<file path="config.mk">
export PLATFORM = sky130hd
export DESIGN_NAME = ecc_err_reporter
export DESIGN_NICKNAME = d
export VERILOG_FILES = /design/src/rtl/ecc_err_pkg.sv /design/src/rtl/ecc_cmd_reg.sv /design/src/rtl/ecc_err_class_log.sv /design/src/rtl/ecc_serr_gen.sv /design/src/rtl/ecc_err_reporter.sv
export SDC_FILE = /design/constraint.sdc
export NUM_CORES = 1
export LEC_CHECK = 0
export ABC_CLOCK_PERIOD_IN_PS = 1900
export CAP_MARGIN = 0
export CORE_MARGIN = 4
export CORE_UTILIZATION = 55
export DETAILED_ROUTE_END_ITERATION = 10
export DONT_BUFFER_PORTS = 1
export GPL_TIMING_DRIVEN = 0
export PLACE_DENSITY = 0.7
export REMOVE_ABC_BUFFERS = 1
export SYNTH_ARGS = -nofsm -noshare
export SYNTH_HDL_FRONTEND = slang
export SYNTH_HIERARCHICAL = 1
export SYNTH_SLANG_ARGS = --single-unit
</file>
<file path="constraint.sdc">
create_clock -name clk -period 1.9 [get_ports clk]
set_clock_uncertainty 0.1 [all_clocks]
set_input_delay 0.19 -clock clk [delete_from_list [all_inputs] [get_ports clk]]
set_output_delay 0.19 -clock clk [all_outputs]
set_load 0.005 [all_outputs]
</file>
<file path="src/rtl/ecc_err_pkg.sv">
// Shared definitions for the ECC error logger.
// Assumes: command bit positions are fixed; the duration bit is the register MSB.
package ecc_err_pkg;
    typedef enum logic {
        SEL_CMD  = 1'b0,
        SEL_STAT = 1'b1
    } cfg_sel_e;

    localparam int CMD_SBE_EN  = 0;
    localparam int CMD_MBE_EN  = 1;
    localparam int CMD_BADPAR  = 2;
endpackage

</file>
<file path="src/rtl/ecc_cmd_reg.sv">
// Command register: keeps only the defined control bits, the rest read zero.
// Assumes: wr_en is already qualified with the command select.
module ecc_cmd_reg #(
    parameter int DATA_W = 8
) (
    input  logic              clk,
    input  logic              rst_n,
    input  logic              wr_en,
    input  logic [DATA_W-1:0] wdata,
    output logic [DATA_W-1:0] cmd
);
    import ecc_err_pkg::*;

    localparam logic [DATA_W-1:0] CMD_MASK =
        (DATA_W'(1) << CMD_SBE_EN) | (DATA_W'(1) << CMD_MBE_EN) |
        (DATA_W'(1) << CMD_BADPAR) | (DATA_W'(1) << (DATA_W-1));

    // Store masked write data.
    always_ff @(posedge clk) begin
        if (!rst_n)      cmd <= '0;
        else if (wr_en)  cmd <= wdata & CMD_MASK;
    end

    // Undefined bits never become set.
    always @(posedge clk) begin
        if (rst_n) assert_cmd_mask_R2: assert ((cmd & ~CMD_MASK) == '0);
    end
endmodule

</file>
<file path="src/rtl/ecc_err_class_log.sv">
// One error class: sticky flag plus the row of the first error since clear.
// Assumes: evt is a single-cycle pulse; clr is a write-one-to-clear strobe.
module ecc_err_class_log #(
    parameter int ROW_W = 3
) (
    input  logic             clk,
    input  logic             rst_n,
    input  logic             evt,
    input  logic [ROW_W-1:0] row_in,
    input  logic             clr,
    output logic             flag,
    output logic [ROW_W-1:0] row
);
    // Flag: an event wins over a clear in the same cycle.
    always_ff @(posedge clk) begin
        if (!rst_n)      flag <= 1'b0;
        else if (evt)    flag <= 1'b1;
        else if (clr)    flag <= 1'b0;
    end

    // Row: captured only on a 0->1 flag change, zeroed on a plain clear.
    always_ff @(posedge clk) begin
        if (!rst_n)                row <= '0;
        else if (evt && !flag)     row <= row_in;
        else if (clr && !evt)      row <= '0;
    end

    assert_row_capture_R3: assert property (@(posedge clk) disable iff (!rst_n)
        (evt && !flag) |=> (flag && row == $past(row_in)));
    assert_row_hold_R5: assert property (@(posedge clk) disable iff (!rst_n)
        (flag && !clr) |=> $stable(row));
    assert_evt_wins_R7: assert property (@(posedge clk) disable iff (!rst_n)
        evt |=> flag);
    assert_clear_R6: assert property (@(posedge clk) disable iff (!rst_n)
        (clr && !evt) |=> (!flag && row == '0));
endmodule

</file>
<file path="src/rtl/ecc_serr_gen.sv">
// System-error output: pulse or held mode, updated only on clock-enable ticks.
// Assumes: trig is the enabled error pulse; held_cond is "an enabled flag is set".
module ecc_serr_gen (
    input  logic clk,
    input  logic rst_n,
    input  logic ce,
    input  logic trig,
    input  logic hold_mode,
    input  logic held_cond,
    output logic serr_n
);
    logic pending;

    // Remember an enabled error until the next tick consumes it.
    always_ff @(posedge clk) begin
        if (!rst_n)     pending <= 1'b0;
        else if (ce)    pending <= 1'b0;
        else if (trig)  pending <= 1'b1;
    end

    // Drive the output only at ticks.
    always_ff @(posedge clk) begin
        if (!rst_n)   serr_n <= 1'b1;
        else if (ce)  serr_n <= !(pending || trig || (hold_mode && held_cond));
    end

    assert_ce_only_R11: assert property (@(posedge clk) disable iff (!rst_n)
        !ce |=> $stable(serr_n));
    assert_pulse_release_R9: assert property (@(posedge clk) disable iff (!rst_n)
        (ce && !hold_mode && !pending && !trig) |=> serr_n);
    assert_hold_level_R10: assert property (@(posedge clk) disable iff (!rst_n)
        (ce && hold_mode && held_cond) |=> !serr_n);
endmodule

</file>
<file path="src/rtl/ecc_err_reporter.sv">
// Top: two error-class loggers, command register, system-error and parity request.
// Assumes: status layout {mbe_row, mbe_flag, sbe_row, sbe_flag}; reads are combinational.
module ecc_err_reporter #(
    parameter int ROW_W  = 3,
    parameter int DATA_W = 2 * (ROW_W + 1)
) (
    input  logic              clk,
    input  logic              rst_n,
    input  logic              pci_ce,
    input  logic              sbe_evt,
    input  logic [ROW_W-1:0]  sbe_row,
    input  logic              mbe_evt,
    input  logic [ROW_W-1:0]  mbe_row,
    input  logic              cfg_wr,
    input  logic              cfg_sel,
    input  logic [DATA_W-1:0] cfg_wdata,
    output logic [DATA_W-1:0] cfg_rdata,
    output logic              serr_n,
    output logic              bad_par_req
);
    import ecc_err_pkg::*;

    localparam int MBE_FLAG_BIT = ROW_W + 1;
    localparam int HOLD_BIT     = DATA_W - 1;

    logic [DATA_W-1:0] cmd;
    logic              sbe_flag, mbe_flag;
    logic [ROW_W-1:0]  sbe_row_q, mbe_row_q;
    logic              stat_wr, cmd_wr;
    logic              trig, held_cond;

    assign stat_wr = cfg_wr && (cfg_sel == SEL_STAT);
    assign cmd_wr  = cfg_wr && (cfg_sel == SEL_CMD);

    ecc_cmd_reg #(.DATA_W(DATA_W)) u_cmd (
        .clk(clk), .rst_n(rst_n), .wr_en(cmd_wr), .wdata(cfg_wdata), .cmd(cmd)
    );

    ecc_err_class_log #(.ROW_W(ROW_W)) u_sbe (
        .clk(clk), .rst_n(rst_n), .evt(sbe_evt), .row_in(sbe_row),
        .clr(stat_wr && cfg_wdata[0]), .flag(sbe_flag), .row(sbe_row_q)
    );

    ecc_err_class_log #(.ROW_W(ROW_W)) u_mbe (
        .clk(clk), .rst_n(rst_n), .evt(mbe_evt), .row_in(mbe_row),
        .clr(stat_wr && cfg_wdata[MBE_FLAG_BIT]), .flag(mbe_flag), .row(mbe_row_q)
    );

    assign trig      = (sbe_evt && cmd[CMD_SBE_EN]) || (mbe_evt && cmd[CMD_MBE_EN]);
    assign held_cond = (sbe_flag && cmd[CMD_SBE_EN]) || (mbe_flag && cmd[CMD_MBE_EN]);

    ecc_serr_gen u_serr (
        .clk(clk), .rst_n(rst_n), .ce(pci_ce), .trig(trig),
        .hold_mode(cmd[HOLD_BIT]), .held_cond(held_cond), .serr_n(serr_n)
    );

    // One-cycle bad-parity request after an uncorrectable error.
    always_ff @(posedge clk) begin
        if (!rst_n) bad_par_req <= 1'b0;
        else        bad_par_req <= mbe_evt && cmd[CMD_BADPAR];
    end

    // Register read mux.
    always_comb begin
        if (cfg_sel == SEL_STAT) cfg_rdata = {mbe_row_q, mbe_flag, sbe_row_q, sbe_flag};
        else                     cfg_rdata = cmd;
    end

    assert_badpar_on_R12: assert property (@(posedge clk) disable iff (!rst_n)
        (mbe_evt && cmd[CMD_BADPAR]) |=> bad_par_req);
    assert_badpar_off_R12: assert property (@(posedge clk) disable iff (!rst_n)
        !mbe_evt |=> !bad_par_req);
endmodule

</file>
### Word-level counts from Yosys, hierarchy flattened

Cells that the tools add are included.

| operators by class | value |
|---|---|
| muxes and demuxes | 9 |
| bitwise gates (word level) | 2 |
| reductions and logical operators | 28 |

Operator list:

| cell | count |
|---|---|
| 1-bit logical AND | 14 |
| 3-bit two-way mux | 4 |
| 8-bit two-way mux | 1 |
| 2-bit nonzero test | 4 |
| 1-bit logical NOT | 5 |
| 1-bit logical OR | 4 |
| 1-bit two-way mux | 4 |
| 1-bit inverter | 2 |
| 2-bit OR reduction | 1 |

| storage, ports and cells | value |
|---|---|
| flip-flop bits (word level) | 15 |
| bits of input ports | 21 |

### Longest topological paths before layout

Gate-level depths: netlist of run 1.

| depth | value |
|---|---|
| depth in word-level cells | 5 |
| mapped depth | 5 |
| mapped depth without buffers | 3 |

### By module

Netlist of run 1, hierarchy kept.

By module, submodules not included:

| module | times used | cells each | area each (um^2) | sequential area each (um^2) |
|---|---|---|---|---|
| ecc_err_class_log | 2 | 17 | 173.9 | 80.1 |
| ecc_err_reporter | 1 | 16 | 195.2 | 20.0 |
| ecc_cmd_reg | 1 | 18 | 190.2 | 80.1 |
| ecc_serr_gen | 1 | 8 | 72.6 | 40.0 |

### Worst setup path before layout of run 1

OpenSTA, ideal clock, no wires.

| timing | value |
|---|---|
| kind | reg2reg |
| start point | register u_mbe.flag |
| end point | register u_serr.serr_n |
| library setup time | 122 ps |
| arrival time | 923 ps |
| required time | 1678 ps |
| setup slack | 755 ps |
| stages on the path, launching flop included | 4 |
| buffers on the path | 0 |
| path through | dfxtp_1 > a22o_1 > nand2_1 > a311o_1 |

| on the way | value |
|---|---|
| cells in the longest elaborated chain, start to end | 5 |

RTL lines:

| element | RTL line | source |
|---|---|---|
| start: declaration | ecc_err_class_log.sv:11 | `output logic flag,` |
| start signal: assignment | ecc_err_class_log.sv:16 | `if (!rst_n) flag <= 1'b0;` |
| start signal: assignment | ecc_err_class_log.sv:17 | `else if (evt) flag <= 1'b1;` |
| start signal: assignment | ecc_err_class_log.sv:18 | `else if (clr) flag <= 1'b0;` |
| 1-bit logical AND | ecc_err_reporter.sv:50 | `assign held_cond = (sbe_flag && cmd[CMD_SBE_EN]) \|\| (mbe_flag && cmd[CMD_MBE_EN]);` |
| 1-bit logical OR | ecc_err_reporter.sv:50 |  |
| net held_cond | ecc_err_reporter.sv:30 | `logic trig, held_cond;` |
| 1-bit logical AND | ecc_serr_gen.sv:24 | `else if (ce) serr_n <= !(pending \|\| trig \|\| (hold_mode && held_cond));` |
| 1-bit logical OR | ecc_serr_gen.sv:24 |  |
| 1-bit logical NOT | ecc_serr_gen.sv:24 |  |
| end signal: assignment | ecc_serr_gen.sv:24 |  |
| end: declaration | ecc_serr_gen.sv:10 | `output logic serr_n` |

The timed path passes the listed nets, and every way through them passes these cells.
A chain may end at the register's enable or synchronous reset.

### Worst setup path in the final report of run 1

| timing | value |
|---|---|
| start point | input rst_n |
| end point | register u_serr.pending |

| on the way | value |
|---|---|
| cells in the longest elaborated chain, start to end | 2 |

RTL lines:

| element | RTL line | source |
|---|---|---|
| start: declaration | ecc_err_reporter.sv:8 | `input logic rst_n,` |
| 1-bit inverter (no source line) | -- |  |
| 2-bit OR reduction (no source line) | -- |  |
| end signal: assignment | ecc_serr_gen.sv:16 | `if (!rst_n) pending <= 1'b0;` |
| end signal: assignment | ecc_serr_gen.sv:17 | `else if (ce) pending <= 1'b0;` |
| end signal: assignment | ecc_serr_gen.sv:18 | `else if (trig) pending <= 1'b1;` |
| end: declaration | ecc_serr_gen.sv:12 | `logic pending;` |

Every way passes these cells.

==> results by group, run 1 <==
Floorplanning
  – Starting density of the core: 60.4%
  – Die Width: 46.3 um
  – I/O pin cnt: 31
  – Core Area: 0.00133 mm2
  – Die area: 0.00214 mm2
  – Row Count: 13
  – Die H: 46.3 um

Timing
  – Final min period: 1.54 ns
  – Worst-margin pin slew: 0.641 ns
  – RSZ-0062 raised after global routing: false
  – Final worst-path cycle share: 80.8%
  – Final setup vio count: 0
  – Slew Limit Fails: 0
  – FMAX: 651 MHz
  – Slew HR: 57.3%
  – Endpoints failing hold: 0
  – Hold Slack: 0.0308 ns
  – Setup TNS: 0 ns

Setup path
  – Worst Setup Start Kind: primary input
  – Critical Path AT: 1.67 ns
  – Bufs and invs on worst path: 3
  – WS Path Type: in -> reg
  – Critical path peak fanout: 20
  – Worst setup EP type: register
  – Family with the most delay on the worst path: buffers and inverters
  – CP max stage delay: 0.57 ns
  – Slowest CP cell: dlymetal6s4s_1
  – Required @ worst endpoint: 2.03 ns
  – CP Cell Sequence: dlymetal6s4s_1 -> inv_1 -> nor3_1 -> dlygate4sd3_1

Place
  – # port buffers: 0
  – GPL Wtd Cong: 0.668
  – Dpl hpwl: 1.07 mm

Finish
  – Layout cells sized above 1: 17.2%
  – Final Net Count: 115
  – Number of diodes: 0
  – FF+latch area: 300 um2
  – Post-layout util: 72.9%
  – Area of the multi-input gates: 460 um2
  – Layout fillers: 110
  – Layout Area Growth over Synthesis: 20.7%

Global route
  – First-pass GRT wire length: 2.64 mm
  – All-layer global routing usage: 18.5%
  – Largest net degree at the start of global routing: 21
  – Vias in the first global route: 570
  – Initial antenna violation count: 0
  – Grt ovf: 0

Route
  – Antenna-violating nets left: 0
  – DRC viols: 0
  – 1st-pass router iterations: 4
  – Routed vias: 622
  – Total Routed Length: 1.73 mm
  – Avg WL per Cell: 16.0 um
  – DR vias/cell: 5.76
  – Initial DRC Count: 12

Clock network
  – Clock Latency Late Sink: 0.29 ns
  – CTS sink cnt: 15
  – Inserted Clock Buffers: 3
  – Clock root cell: clkbuf_4
  – CTS Buffer Depth: 2
  – H-tree Lvls: 1
  – CTS tree: built
  – Setup bufs post-CTS: 0
  – Clock-pin slew on the worst setup and hold paths: 0.09 ns

Hold path
  – Worst Hold Class: in -> reg

Pwr
  – Peak VDD IR: 0.356 mV
  – PD cells: 657 mW/mm2
  – Leak: 0.403 nW

Run
  – Max-Cap Viols: 0

Synth
  – Synth warn: 6
  – Synth Register Bits: 15
  – Mapped cell area: 806 um2
  – Post-synthesis cell type count: 21
  – Mapped Cells: 76
  – Sequential area share after synthesis: 37.3%
  – Mapped Avg Cell Area: 10.6 um2

Outcome
  – Status: finished clean
-- path summary, 6_finish.rpt --
check | startpoint | endpoint | slack (ns) | depth (start not counted)
min reg2reg | u_sbe/row[2] | u_sbe/row[2] | 0.37 | 2
max reg2reg | u_cmd/cmd[1] | u_serr/pending | 0.37 | 4
min | pci_ce | u_serr/serr_n | 0.03 | 2
max | rst_n | u_serr/pending | 0.36 | 4
-- power breakdown --
group / switching, mW / total, mW / internal, mW
logic: 0.0374 / 0.105 / 0.0674
registers: 0.0149 / 0.346 / 0.331
clock network: 0.106 / 0.187 / 0.0816
total: 0.158 / 0.638 / 0.480
-- flip-flops by register name, summed over array words and instances, names as in the netlist --
signal	flops
bad_par_req	1
u_sbe/flag	1
u_serr/pending	1
u_sbe/row	3
u_cmd/cmd	4
u_mbe/flag	1
u_serr/serr_n	1
u_mbe/row	3
-- layer usage --
metal | routed length [um] | track usage (%)
met1 | 716 | 21.8
met2 | 819 | 28.8
met3 | 153 | 6.25
met4 | 36 | 10.2
met5 | 0 | 0
-- cell usage in the layout, fill, tap and decap left out, types with 2 or more instances in the layout --
master	synthesis	final
a22o_1	2	2
and3_2	2	2
clkbuf_4	0	3
conb_1	1	4
dfxtp_1	15	15
dlygate4sd3_1	0	15
mux2_4	7	7
mux2i_1	4	4
nand2_1	7	7
nand4b_1	6	6
nor2b_1	9	9
nor2b_4	2	2
o21a_1	2	2
o31ai_1	6	6
-- stage by stage --
step | power (mW) | std cells | worst slack (ns) | cell area (um2)
after CTS | 0.640 | 108 | 0.0404 | 970
after global routing | 0.670 | 108 | 0.218 | 972
after global placement | 0.422 | 88 | 0.650 | 783
after detailed placement | 0.424 | 88 | 0.657 | 783
final | 0.638 | 108 | 0.365 | 972
after floorplan | 0.413 | 73 | 0.755 | 764
-- cell usage after synthesis --
cell type	n	area, um2
o31ai_1	6	45.0
buf_4	4	30.0
o21a_1	2	15.0
mux2_4	7	105
mux2i_1	4	40.0
nor2b_1	9	56.3
a311o_1	1	10.0
a22o_1	2	17.5
buf_6	2	22.5
conb_1	1	3.75
nand2_1	7	26.3
and3_1	1	6.26
dfxtp_1	15	300
mux2_2	1	11.3
and3_2	2	15.0
inv_1	1	3.75
nor2_1	1	3.75
nand4b_1	6	52.6
nor2b_4	2	27.5
and2b_2	1	8.76
nor3_1	1	5.00
-- final cells by class --
class	instances	share of cell area [%]
well taps	15	1.93
repair buffers	16	16.7
flip-flops and latches	15	30.9
clock buffers	4	2.70
inverters	1	0.386
multi-input cells	57	47.4
-- timing repair --
| action | in CTS | in global routing |
|---|---|---|
| gates resized for setup | 0 | 1 |
| hold endpoints to repair | 15 | 0 |
| hold buffers | 16 | 0 |
| setup endpoints to repair | 0 | 2 |
-- cell families after synthesis --
kind of cell	Yosys count	share of synthesized area, %
compound gates	11	10.9
buf+inv	7	6.99
flops	15	37.3
mux	12	19.4
other cells	1	0.465
simple gates	30	25.0
Note: power is estimated with default switching activity, not from simulation.
==> run 2: changes to the inputs <==
- ABC_AREA: default -> 1
- ABC_CLOCK_PERIOD_IN_PS: 1900 -> 1400
- CORE_UTILIZATION: 55 -> 53
- PLACE_DENSITY: 0.7 -> 0.71
- clock period: 1.9 -> 1.4 ns (I/O delays scaled with it)
==> run 2 against run 1 <==
Global-route usage rose by 1.5 points. First-iteration DRC count up 33%. Die area grew 1.0%. Combinational power increased by 33%. Routed wire length is 4.2% lower. Count of clock-buffer cells in the layout decreased by 1. Hold slack improved by 0.0078 ns. Synthesized area decreased by 2.5%. Non-clock buffer count is 2 lower. Core utilization decreased by 3.9 points. Via count up 20%. Sequential power up 36%. Critical endpoint is now u_serr/serr_n.
==> results by group, run 2 <==
Finish
  – Commonest non-fill, non-tap cell in the layout: nand2_1
  – Layout Area Growth over Synthesis: 18.5% (was 20.7%)
  – Design area: 931 um2 (was 972 um2)
  – Layout fillers: 134 (was 110)
  – Largest regs: u_cmd/cmd x4, u_mbe/row x3, u_sbe/row x3 (unchanged)
  – Area of the multi-input gates: 380 um2 (was 460 um2)
  – Max reg flops: 4 (unchanged)
  – Post-layout util: 69.0% (was 72.9%)
  – Number of diodes: 0 (unchanged)
  – Commonest non-fill, non-tap cells in the layout: nand2_1, inv_1, dfxtp_1 (was dfxtp_1, dlygate4sd3_1, nor2b_1)
  – FF+latch area: 300 um2 (unchanged)
  – Largest register by flop count: u_cmd/cmd (unchanged)
  – Layout cells sized above 1: 8.70% (was 17.2%)
  – Final Net Count: 160 (was 115)

Pwr
  – Leak: 0.478 nW (was 0.403 nW)
  – Clk pwr share: 28.8% (was 29.3%)
  – PD cells: 921 mW/mm2 (was 657 mW/mm2)
  – Net Sw Frac: 27.5% (was 24.7%)
  – Power, Total: 0.857 mW (was 0.638 mW)
  – Comb power frac: 16.4% (about the same)
  – Peak VDD IR: 0.501 mV (was 0.356 mV)
  – Int Pwr: 0.622 mW (was 0.480 mW)
  – Net Switching: 0.235 mW (was 0.158 mW)
  – Sequential Power Share: 54.8% (was 54.3%)

Timing
  – FMAX: 902 MHz
  – Final setup vio count: 0 (unchanged)
  – Setup TNS: 0 ns (unchanged)
  – Hold Slack: 0.0385 ns (was 0.0308 ns)
  – Final worst-path cycle share: 79.2%
  – Endpoints failing hold: 0 (unchanged)
  – RSZ-0062 raised after global routing: false (unchanged)
  – Slew Limit Fails: 0 (unchanged)
  – Final min period: 1.11 ns

Global route
  – Largest net degree at the start of global routing: 12 (was 21)
  – Grt ovf: 0 (unchanged)
  – Initial antenna violation count: 0 (unchanged)
  – All-layer global routing usage: 19.9% (was 18.5%)
  – Vias in the first global route: 711 (was 570)
  – First-pass GRT wire length: 3.02 mm (was 2.64 mm)

Clock network
  – Clock root cell: clkbuf_4 (unchanged)
  – Inserted Clock Buffers: 3 (unchanged)
  – PostCTS Resize Cnt: 0 (unchanged)
  – Clock-pin slew on the worst setup and hold paths: 0.09 ns (about the same)
  – CTS tree: built (unchanged)
  – CTS sink cnt: 15 (unchanged)
  – Clock Latency Late Sink: 0.28 ns (was 0.29 ns)
  – CTS Buffer Depth: 2 (unchanged)
  – H-tree Lvls: 1 (unchanged)

Floorplanning
  – Die H: 46.5 um (was 46.3 um)
  – Die area: 0.00216 mm2 (was 0.00214 mm2)
  – Core Area: 0.00135 mm2 (was 0.00133 mm2)
  – Row Count: 13 (unchanged)
  – I/O pin cnt: 31 (unchanged)
  – Starting density of the core: 58.2% (was 60.4%)
  – Die Width: 46.5 um (was 46.3 um)

Setup path
  – Worst Setup Start Kind: primary input (unchanged)
  – WS Path Type: in -> reg (unchanged)
  – Worst setup EP type: register (unchanged)
  – Critical path peak fanout: 10 (was 20)
  – Critical Path AT: 1.19 ns (was 1.67 ns)
  – Required @ worst endpoint: 1.48 ns (was 2.03 ns)

Synth
  – Post-synth top area cell: dfxtp_1 (unchanged)
  – Post-synth EDFFs: 0 (unchanged)
  – Mapped Avg Cell Area: 6.39 um2 (was 10.6 um2)
  – Top_reg_cell synth: dfxtp_1 (unchanged)
  – Post-synthesis cell type count: 15 (was 21)
  – Mapped cell area: 786 um2 (was 806 um2)
  – Asr flop ratio synth: 0% (unchanged)
  – Synth Register Bits: 15 (unchanged)
  – Synth warn: 6 (unchanged)
  – Synth top area share: 38.2% (was 37.3%)
  – Top cells by area, synth: dfxtp_1, nand2_1, nand3_1, inv_1, nor2_1 (was dfxtp_1, mux2_4, nor2b_1, nand4b_1, o31ai_1)
  – Most frequent cell after synthesis: nand2_1 (was dfxtp_1)
  – Mapped Cells: 123 (was 76)
  – Sequential area share after synthesis: 38.2% (was 37.3%)
  – Synth top cells by count: nand2_1, dfxtp_1, inv_1 (was dfxtp_1, nor2b_1, mux2_4, nand2_1)

Route
  – Avg WL per Cell: 10.8 um (was 16.0 um)
  – 1st-pass router iterations: 4 (unchanged)
  – Total Routed Length: 1.65 mm (was 1.73 mm)
  – Antenna-violating nets left: 0 (unchanged)
  – DR vias/cell: 4.87 (was 5.76)
  – Routed vias: 745 (was 622)
  – Initial DRC Count: 16 (was 12)
  – DRC viols: 0 (unchanged)

Hold path
  – Worst Hold Class: in -> reg (unchanged)

Run
  – Max-Cap Viols: 0 (unchanged)

Place
  – Placed Area: 763 um2 (was 783 um2)
  – # port buffers: 0 (unchanged)
  – GPL Wtd Cong: 0.765 (was 0.668)
  – Dpl hpwl: 1.17 mm (was 1.07 mm)

Outcome
  – Status: finished clean (unchanged)
==> run 2: cell types whose count changed in the layout (fill, tap and decap cells not counted), moves of 8 or more <==
cell / change
nand3_1: +13
nor2b_1: -9
inv_1: +14
nor2_1: +10
nand2_1: +38
a21oi_1: +8
==> run 2: layout make-up <==
class / instances / share of cell area [%]
Clock inverter: 1 / 0.538
Sequential cell: 15 / 32.3
Inverter: 17 / 6.85
Timing Repair Buffer: 14 / 15.1
Tap cell: 15 / 2.02
Clock buffer: 3 / 2.42
Multi-Input combinational cell: 88 / 40.9
==> run 2: power by group through the flow <==
stage               sequential, mW  clock [mW]  combinational, mW
finish                       0.470       0.247              0.140
global route                 0.475       0.281              0.164
CTS                          0.470       0.262              0.140
detailed placement           0.480           0              0.101
global placement             0.479           0             0.0980
floorplan                    0.475           0             0.0864
==> run 2: kinds of logic (layout without fill, tap and decap cells) <==
family          Yosys count  count (layout)  share of synthesized area (%)
compound gates            9               9                           6.21
buf+inv                  23              35                           14.8
flops                    15              15                           38.2
other cells               1               4                          0.477
simple gates             75              75                           40.3
==> run 2: path summary, 6_finish.rpt <==
kind	from	to	slack (ns)	depth (start not counted)
min	mbe_evt	u_serr/serr_n	0.04	5
max reg2reg	u_sbe/flag	u_sbe/row[1]	0.44	4
max	rst_n	u_serr/serr_n	0.29	4
min reg2reg	u_cmd/cmd[2]	bad_par_req	0.38	2
==> run 2: worst max-delay path, cell delays in order <==
cell           delay, ns
dlygate4sd3_1       0.75
inv_1               0.12
a21oi_2             0.12
nand2_1             0.06
==> run 2: per-stage QoR <==
| stage | setup WS [ns] | cells |
|---|---|---|
| 6_report | 0.291 | 153 |
| 5_1_grt | 0.214 | 153 |
| 4_1_cts | 0.311 | 153 |
| 3_5_place_dp | 0.483 | 135 |
| 3_3_place_gp | 0.468 | 135 |
| 2_1_floorplan | 0.572 | 120 |
==> run 2: repair_timing <==
action | 4_1_cts | 5_1_grt
endpoints found under the setup margin | 0 | 0
hold endpoints to repair | 15 | 0
hold buffers | 14 | 0
buffers inserted | 0 | 0
==> run 2: layer usage <==
metal  share of wire [%]  wire length [um]  vias to the layer above  GRT usage [%]
met1                  43               705                      321           23.3
met5                   0                 0                        -              0
met3                 8.7               143                        4           7.42
met2                  47               775                       23           31.0
met4                 1.8                29                        0           10.8
li1                    -                 -                      397              -
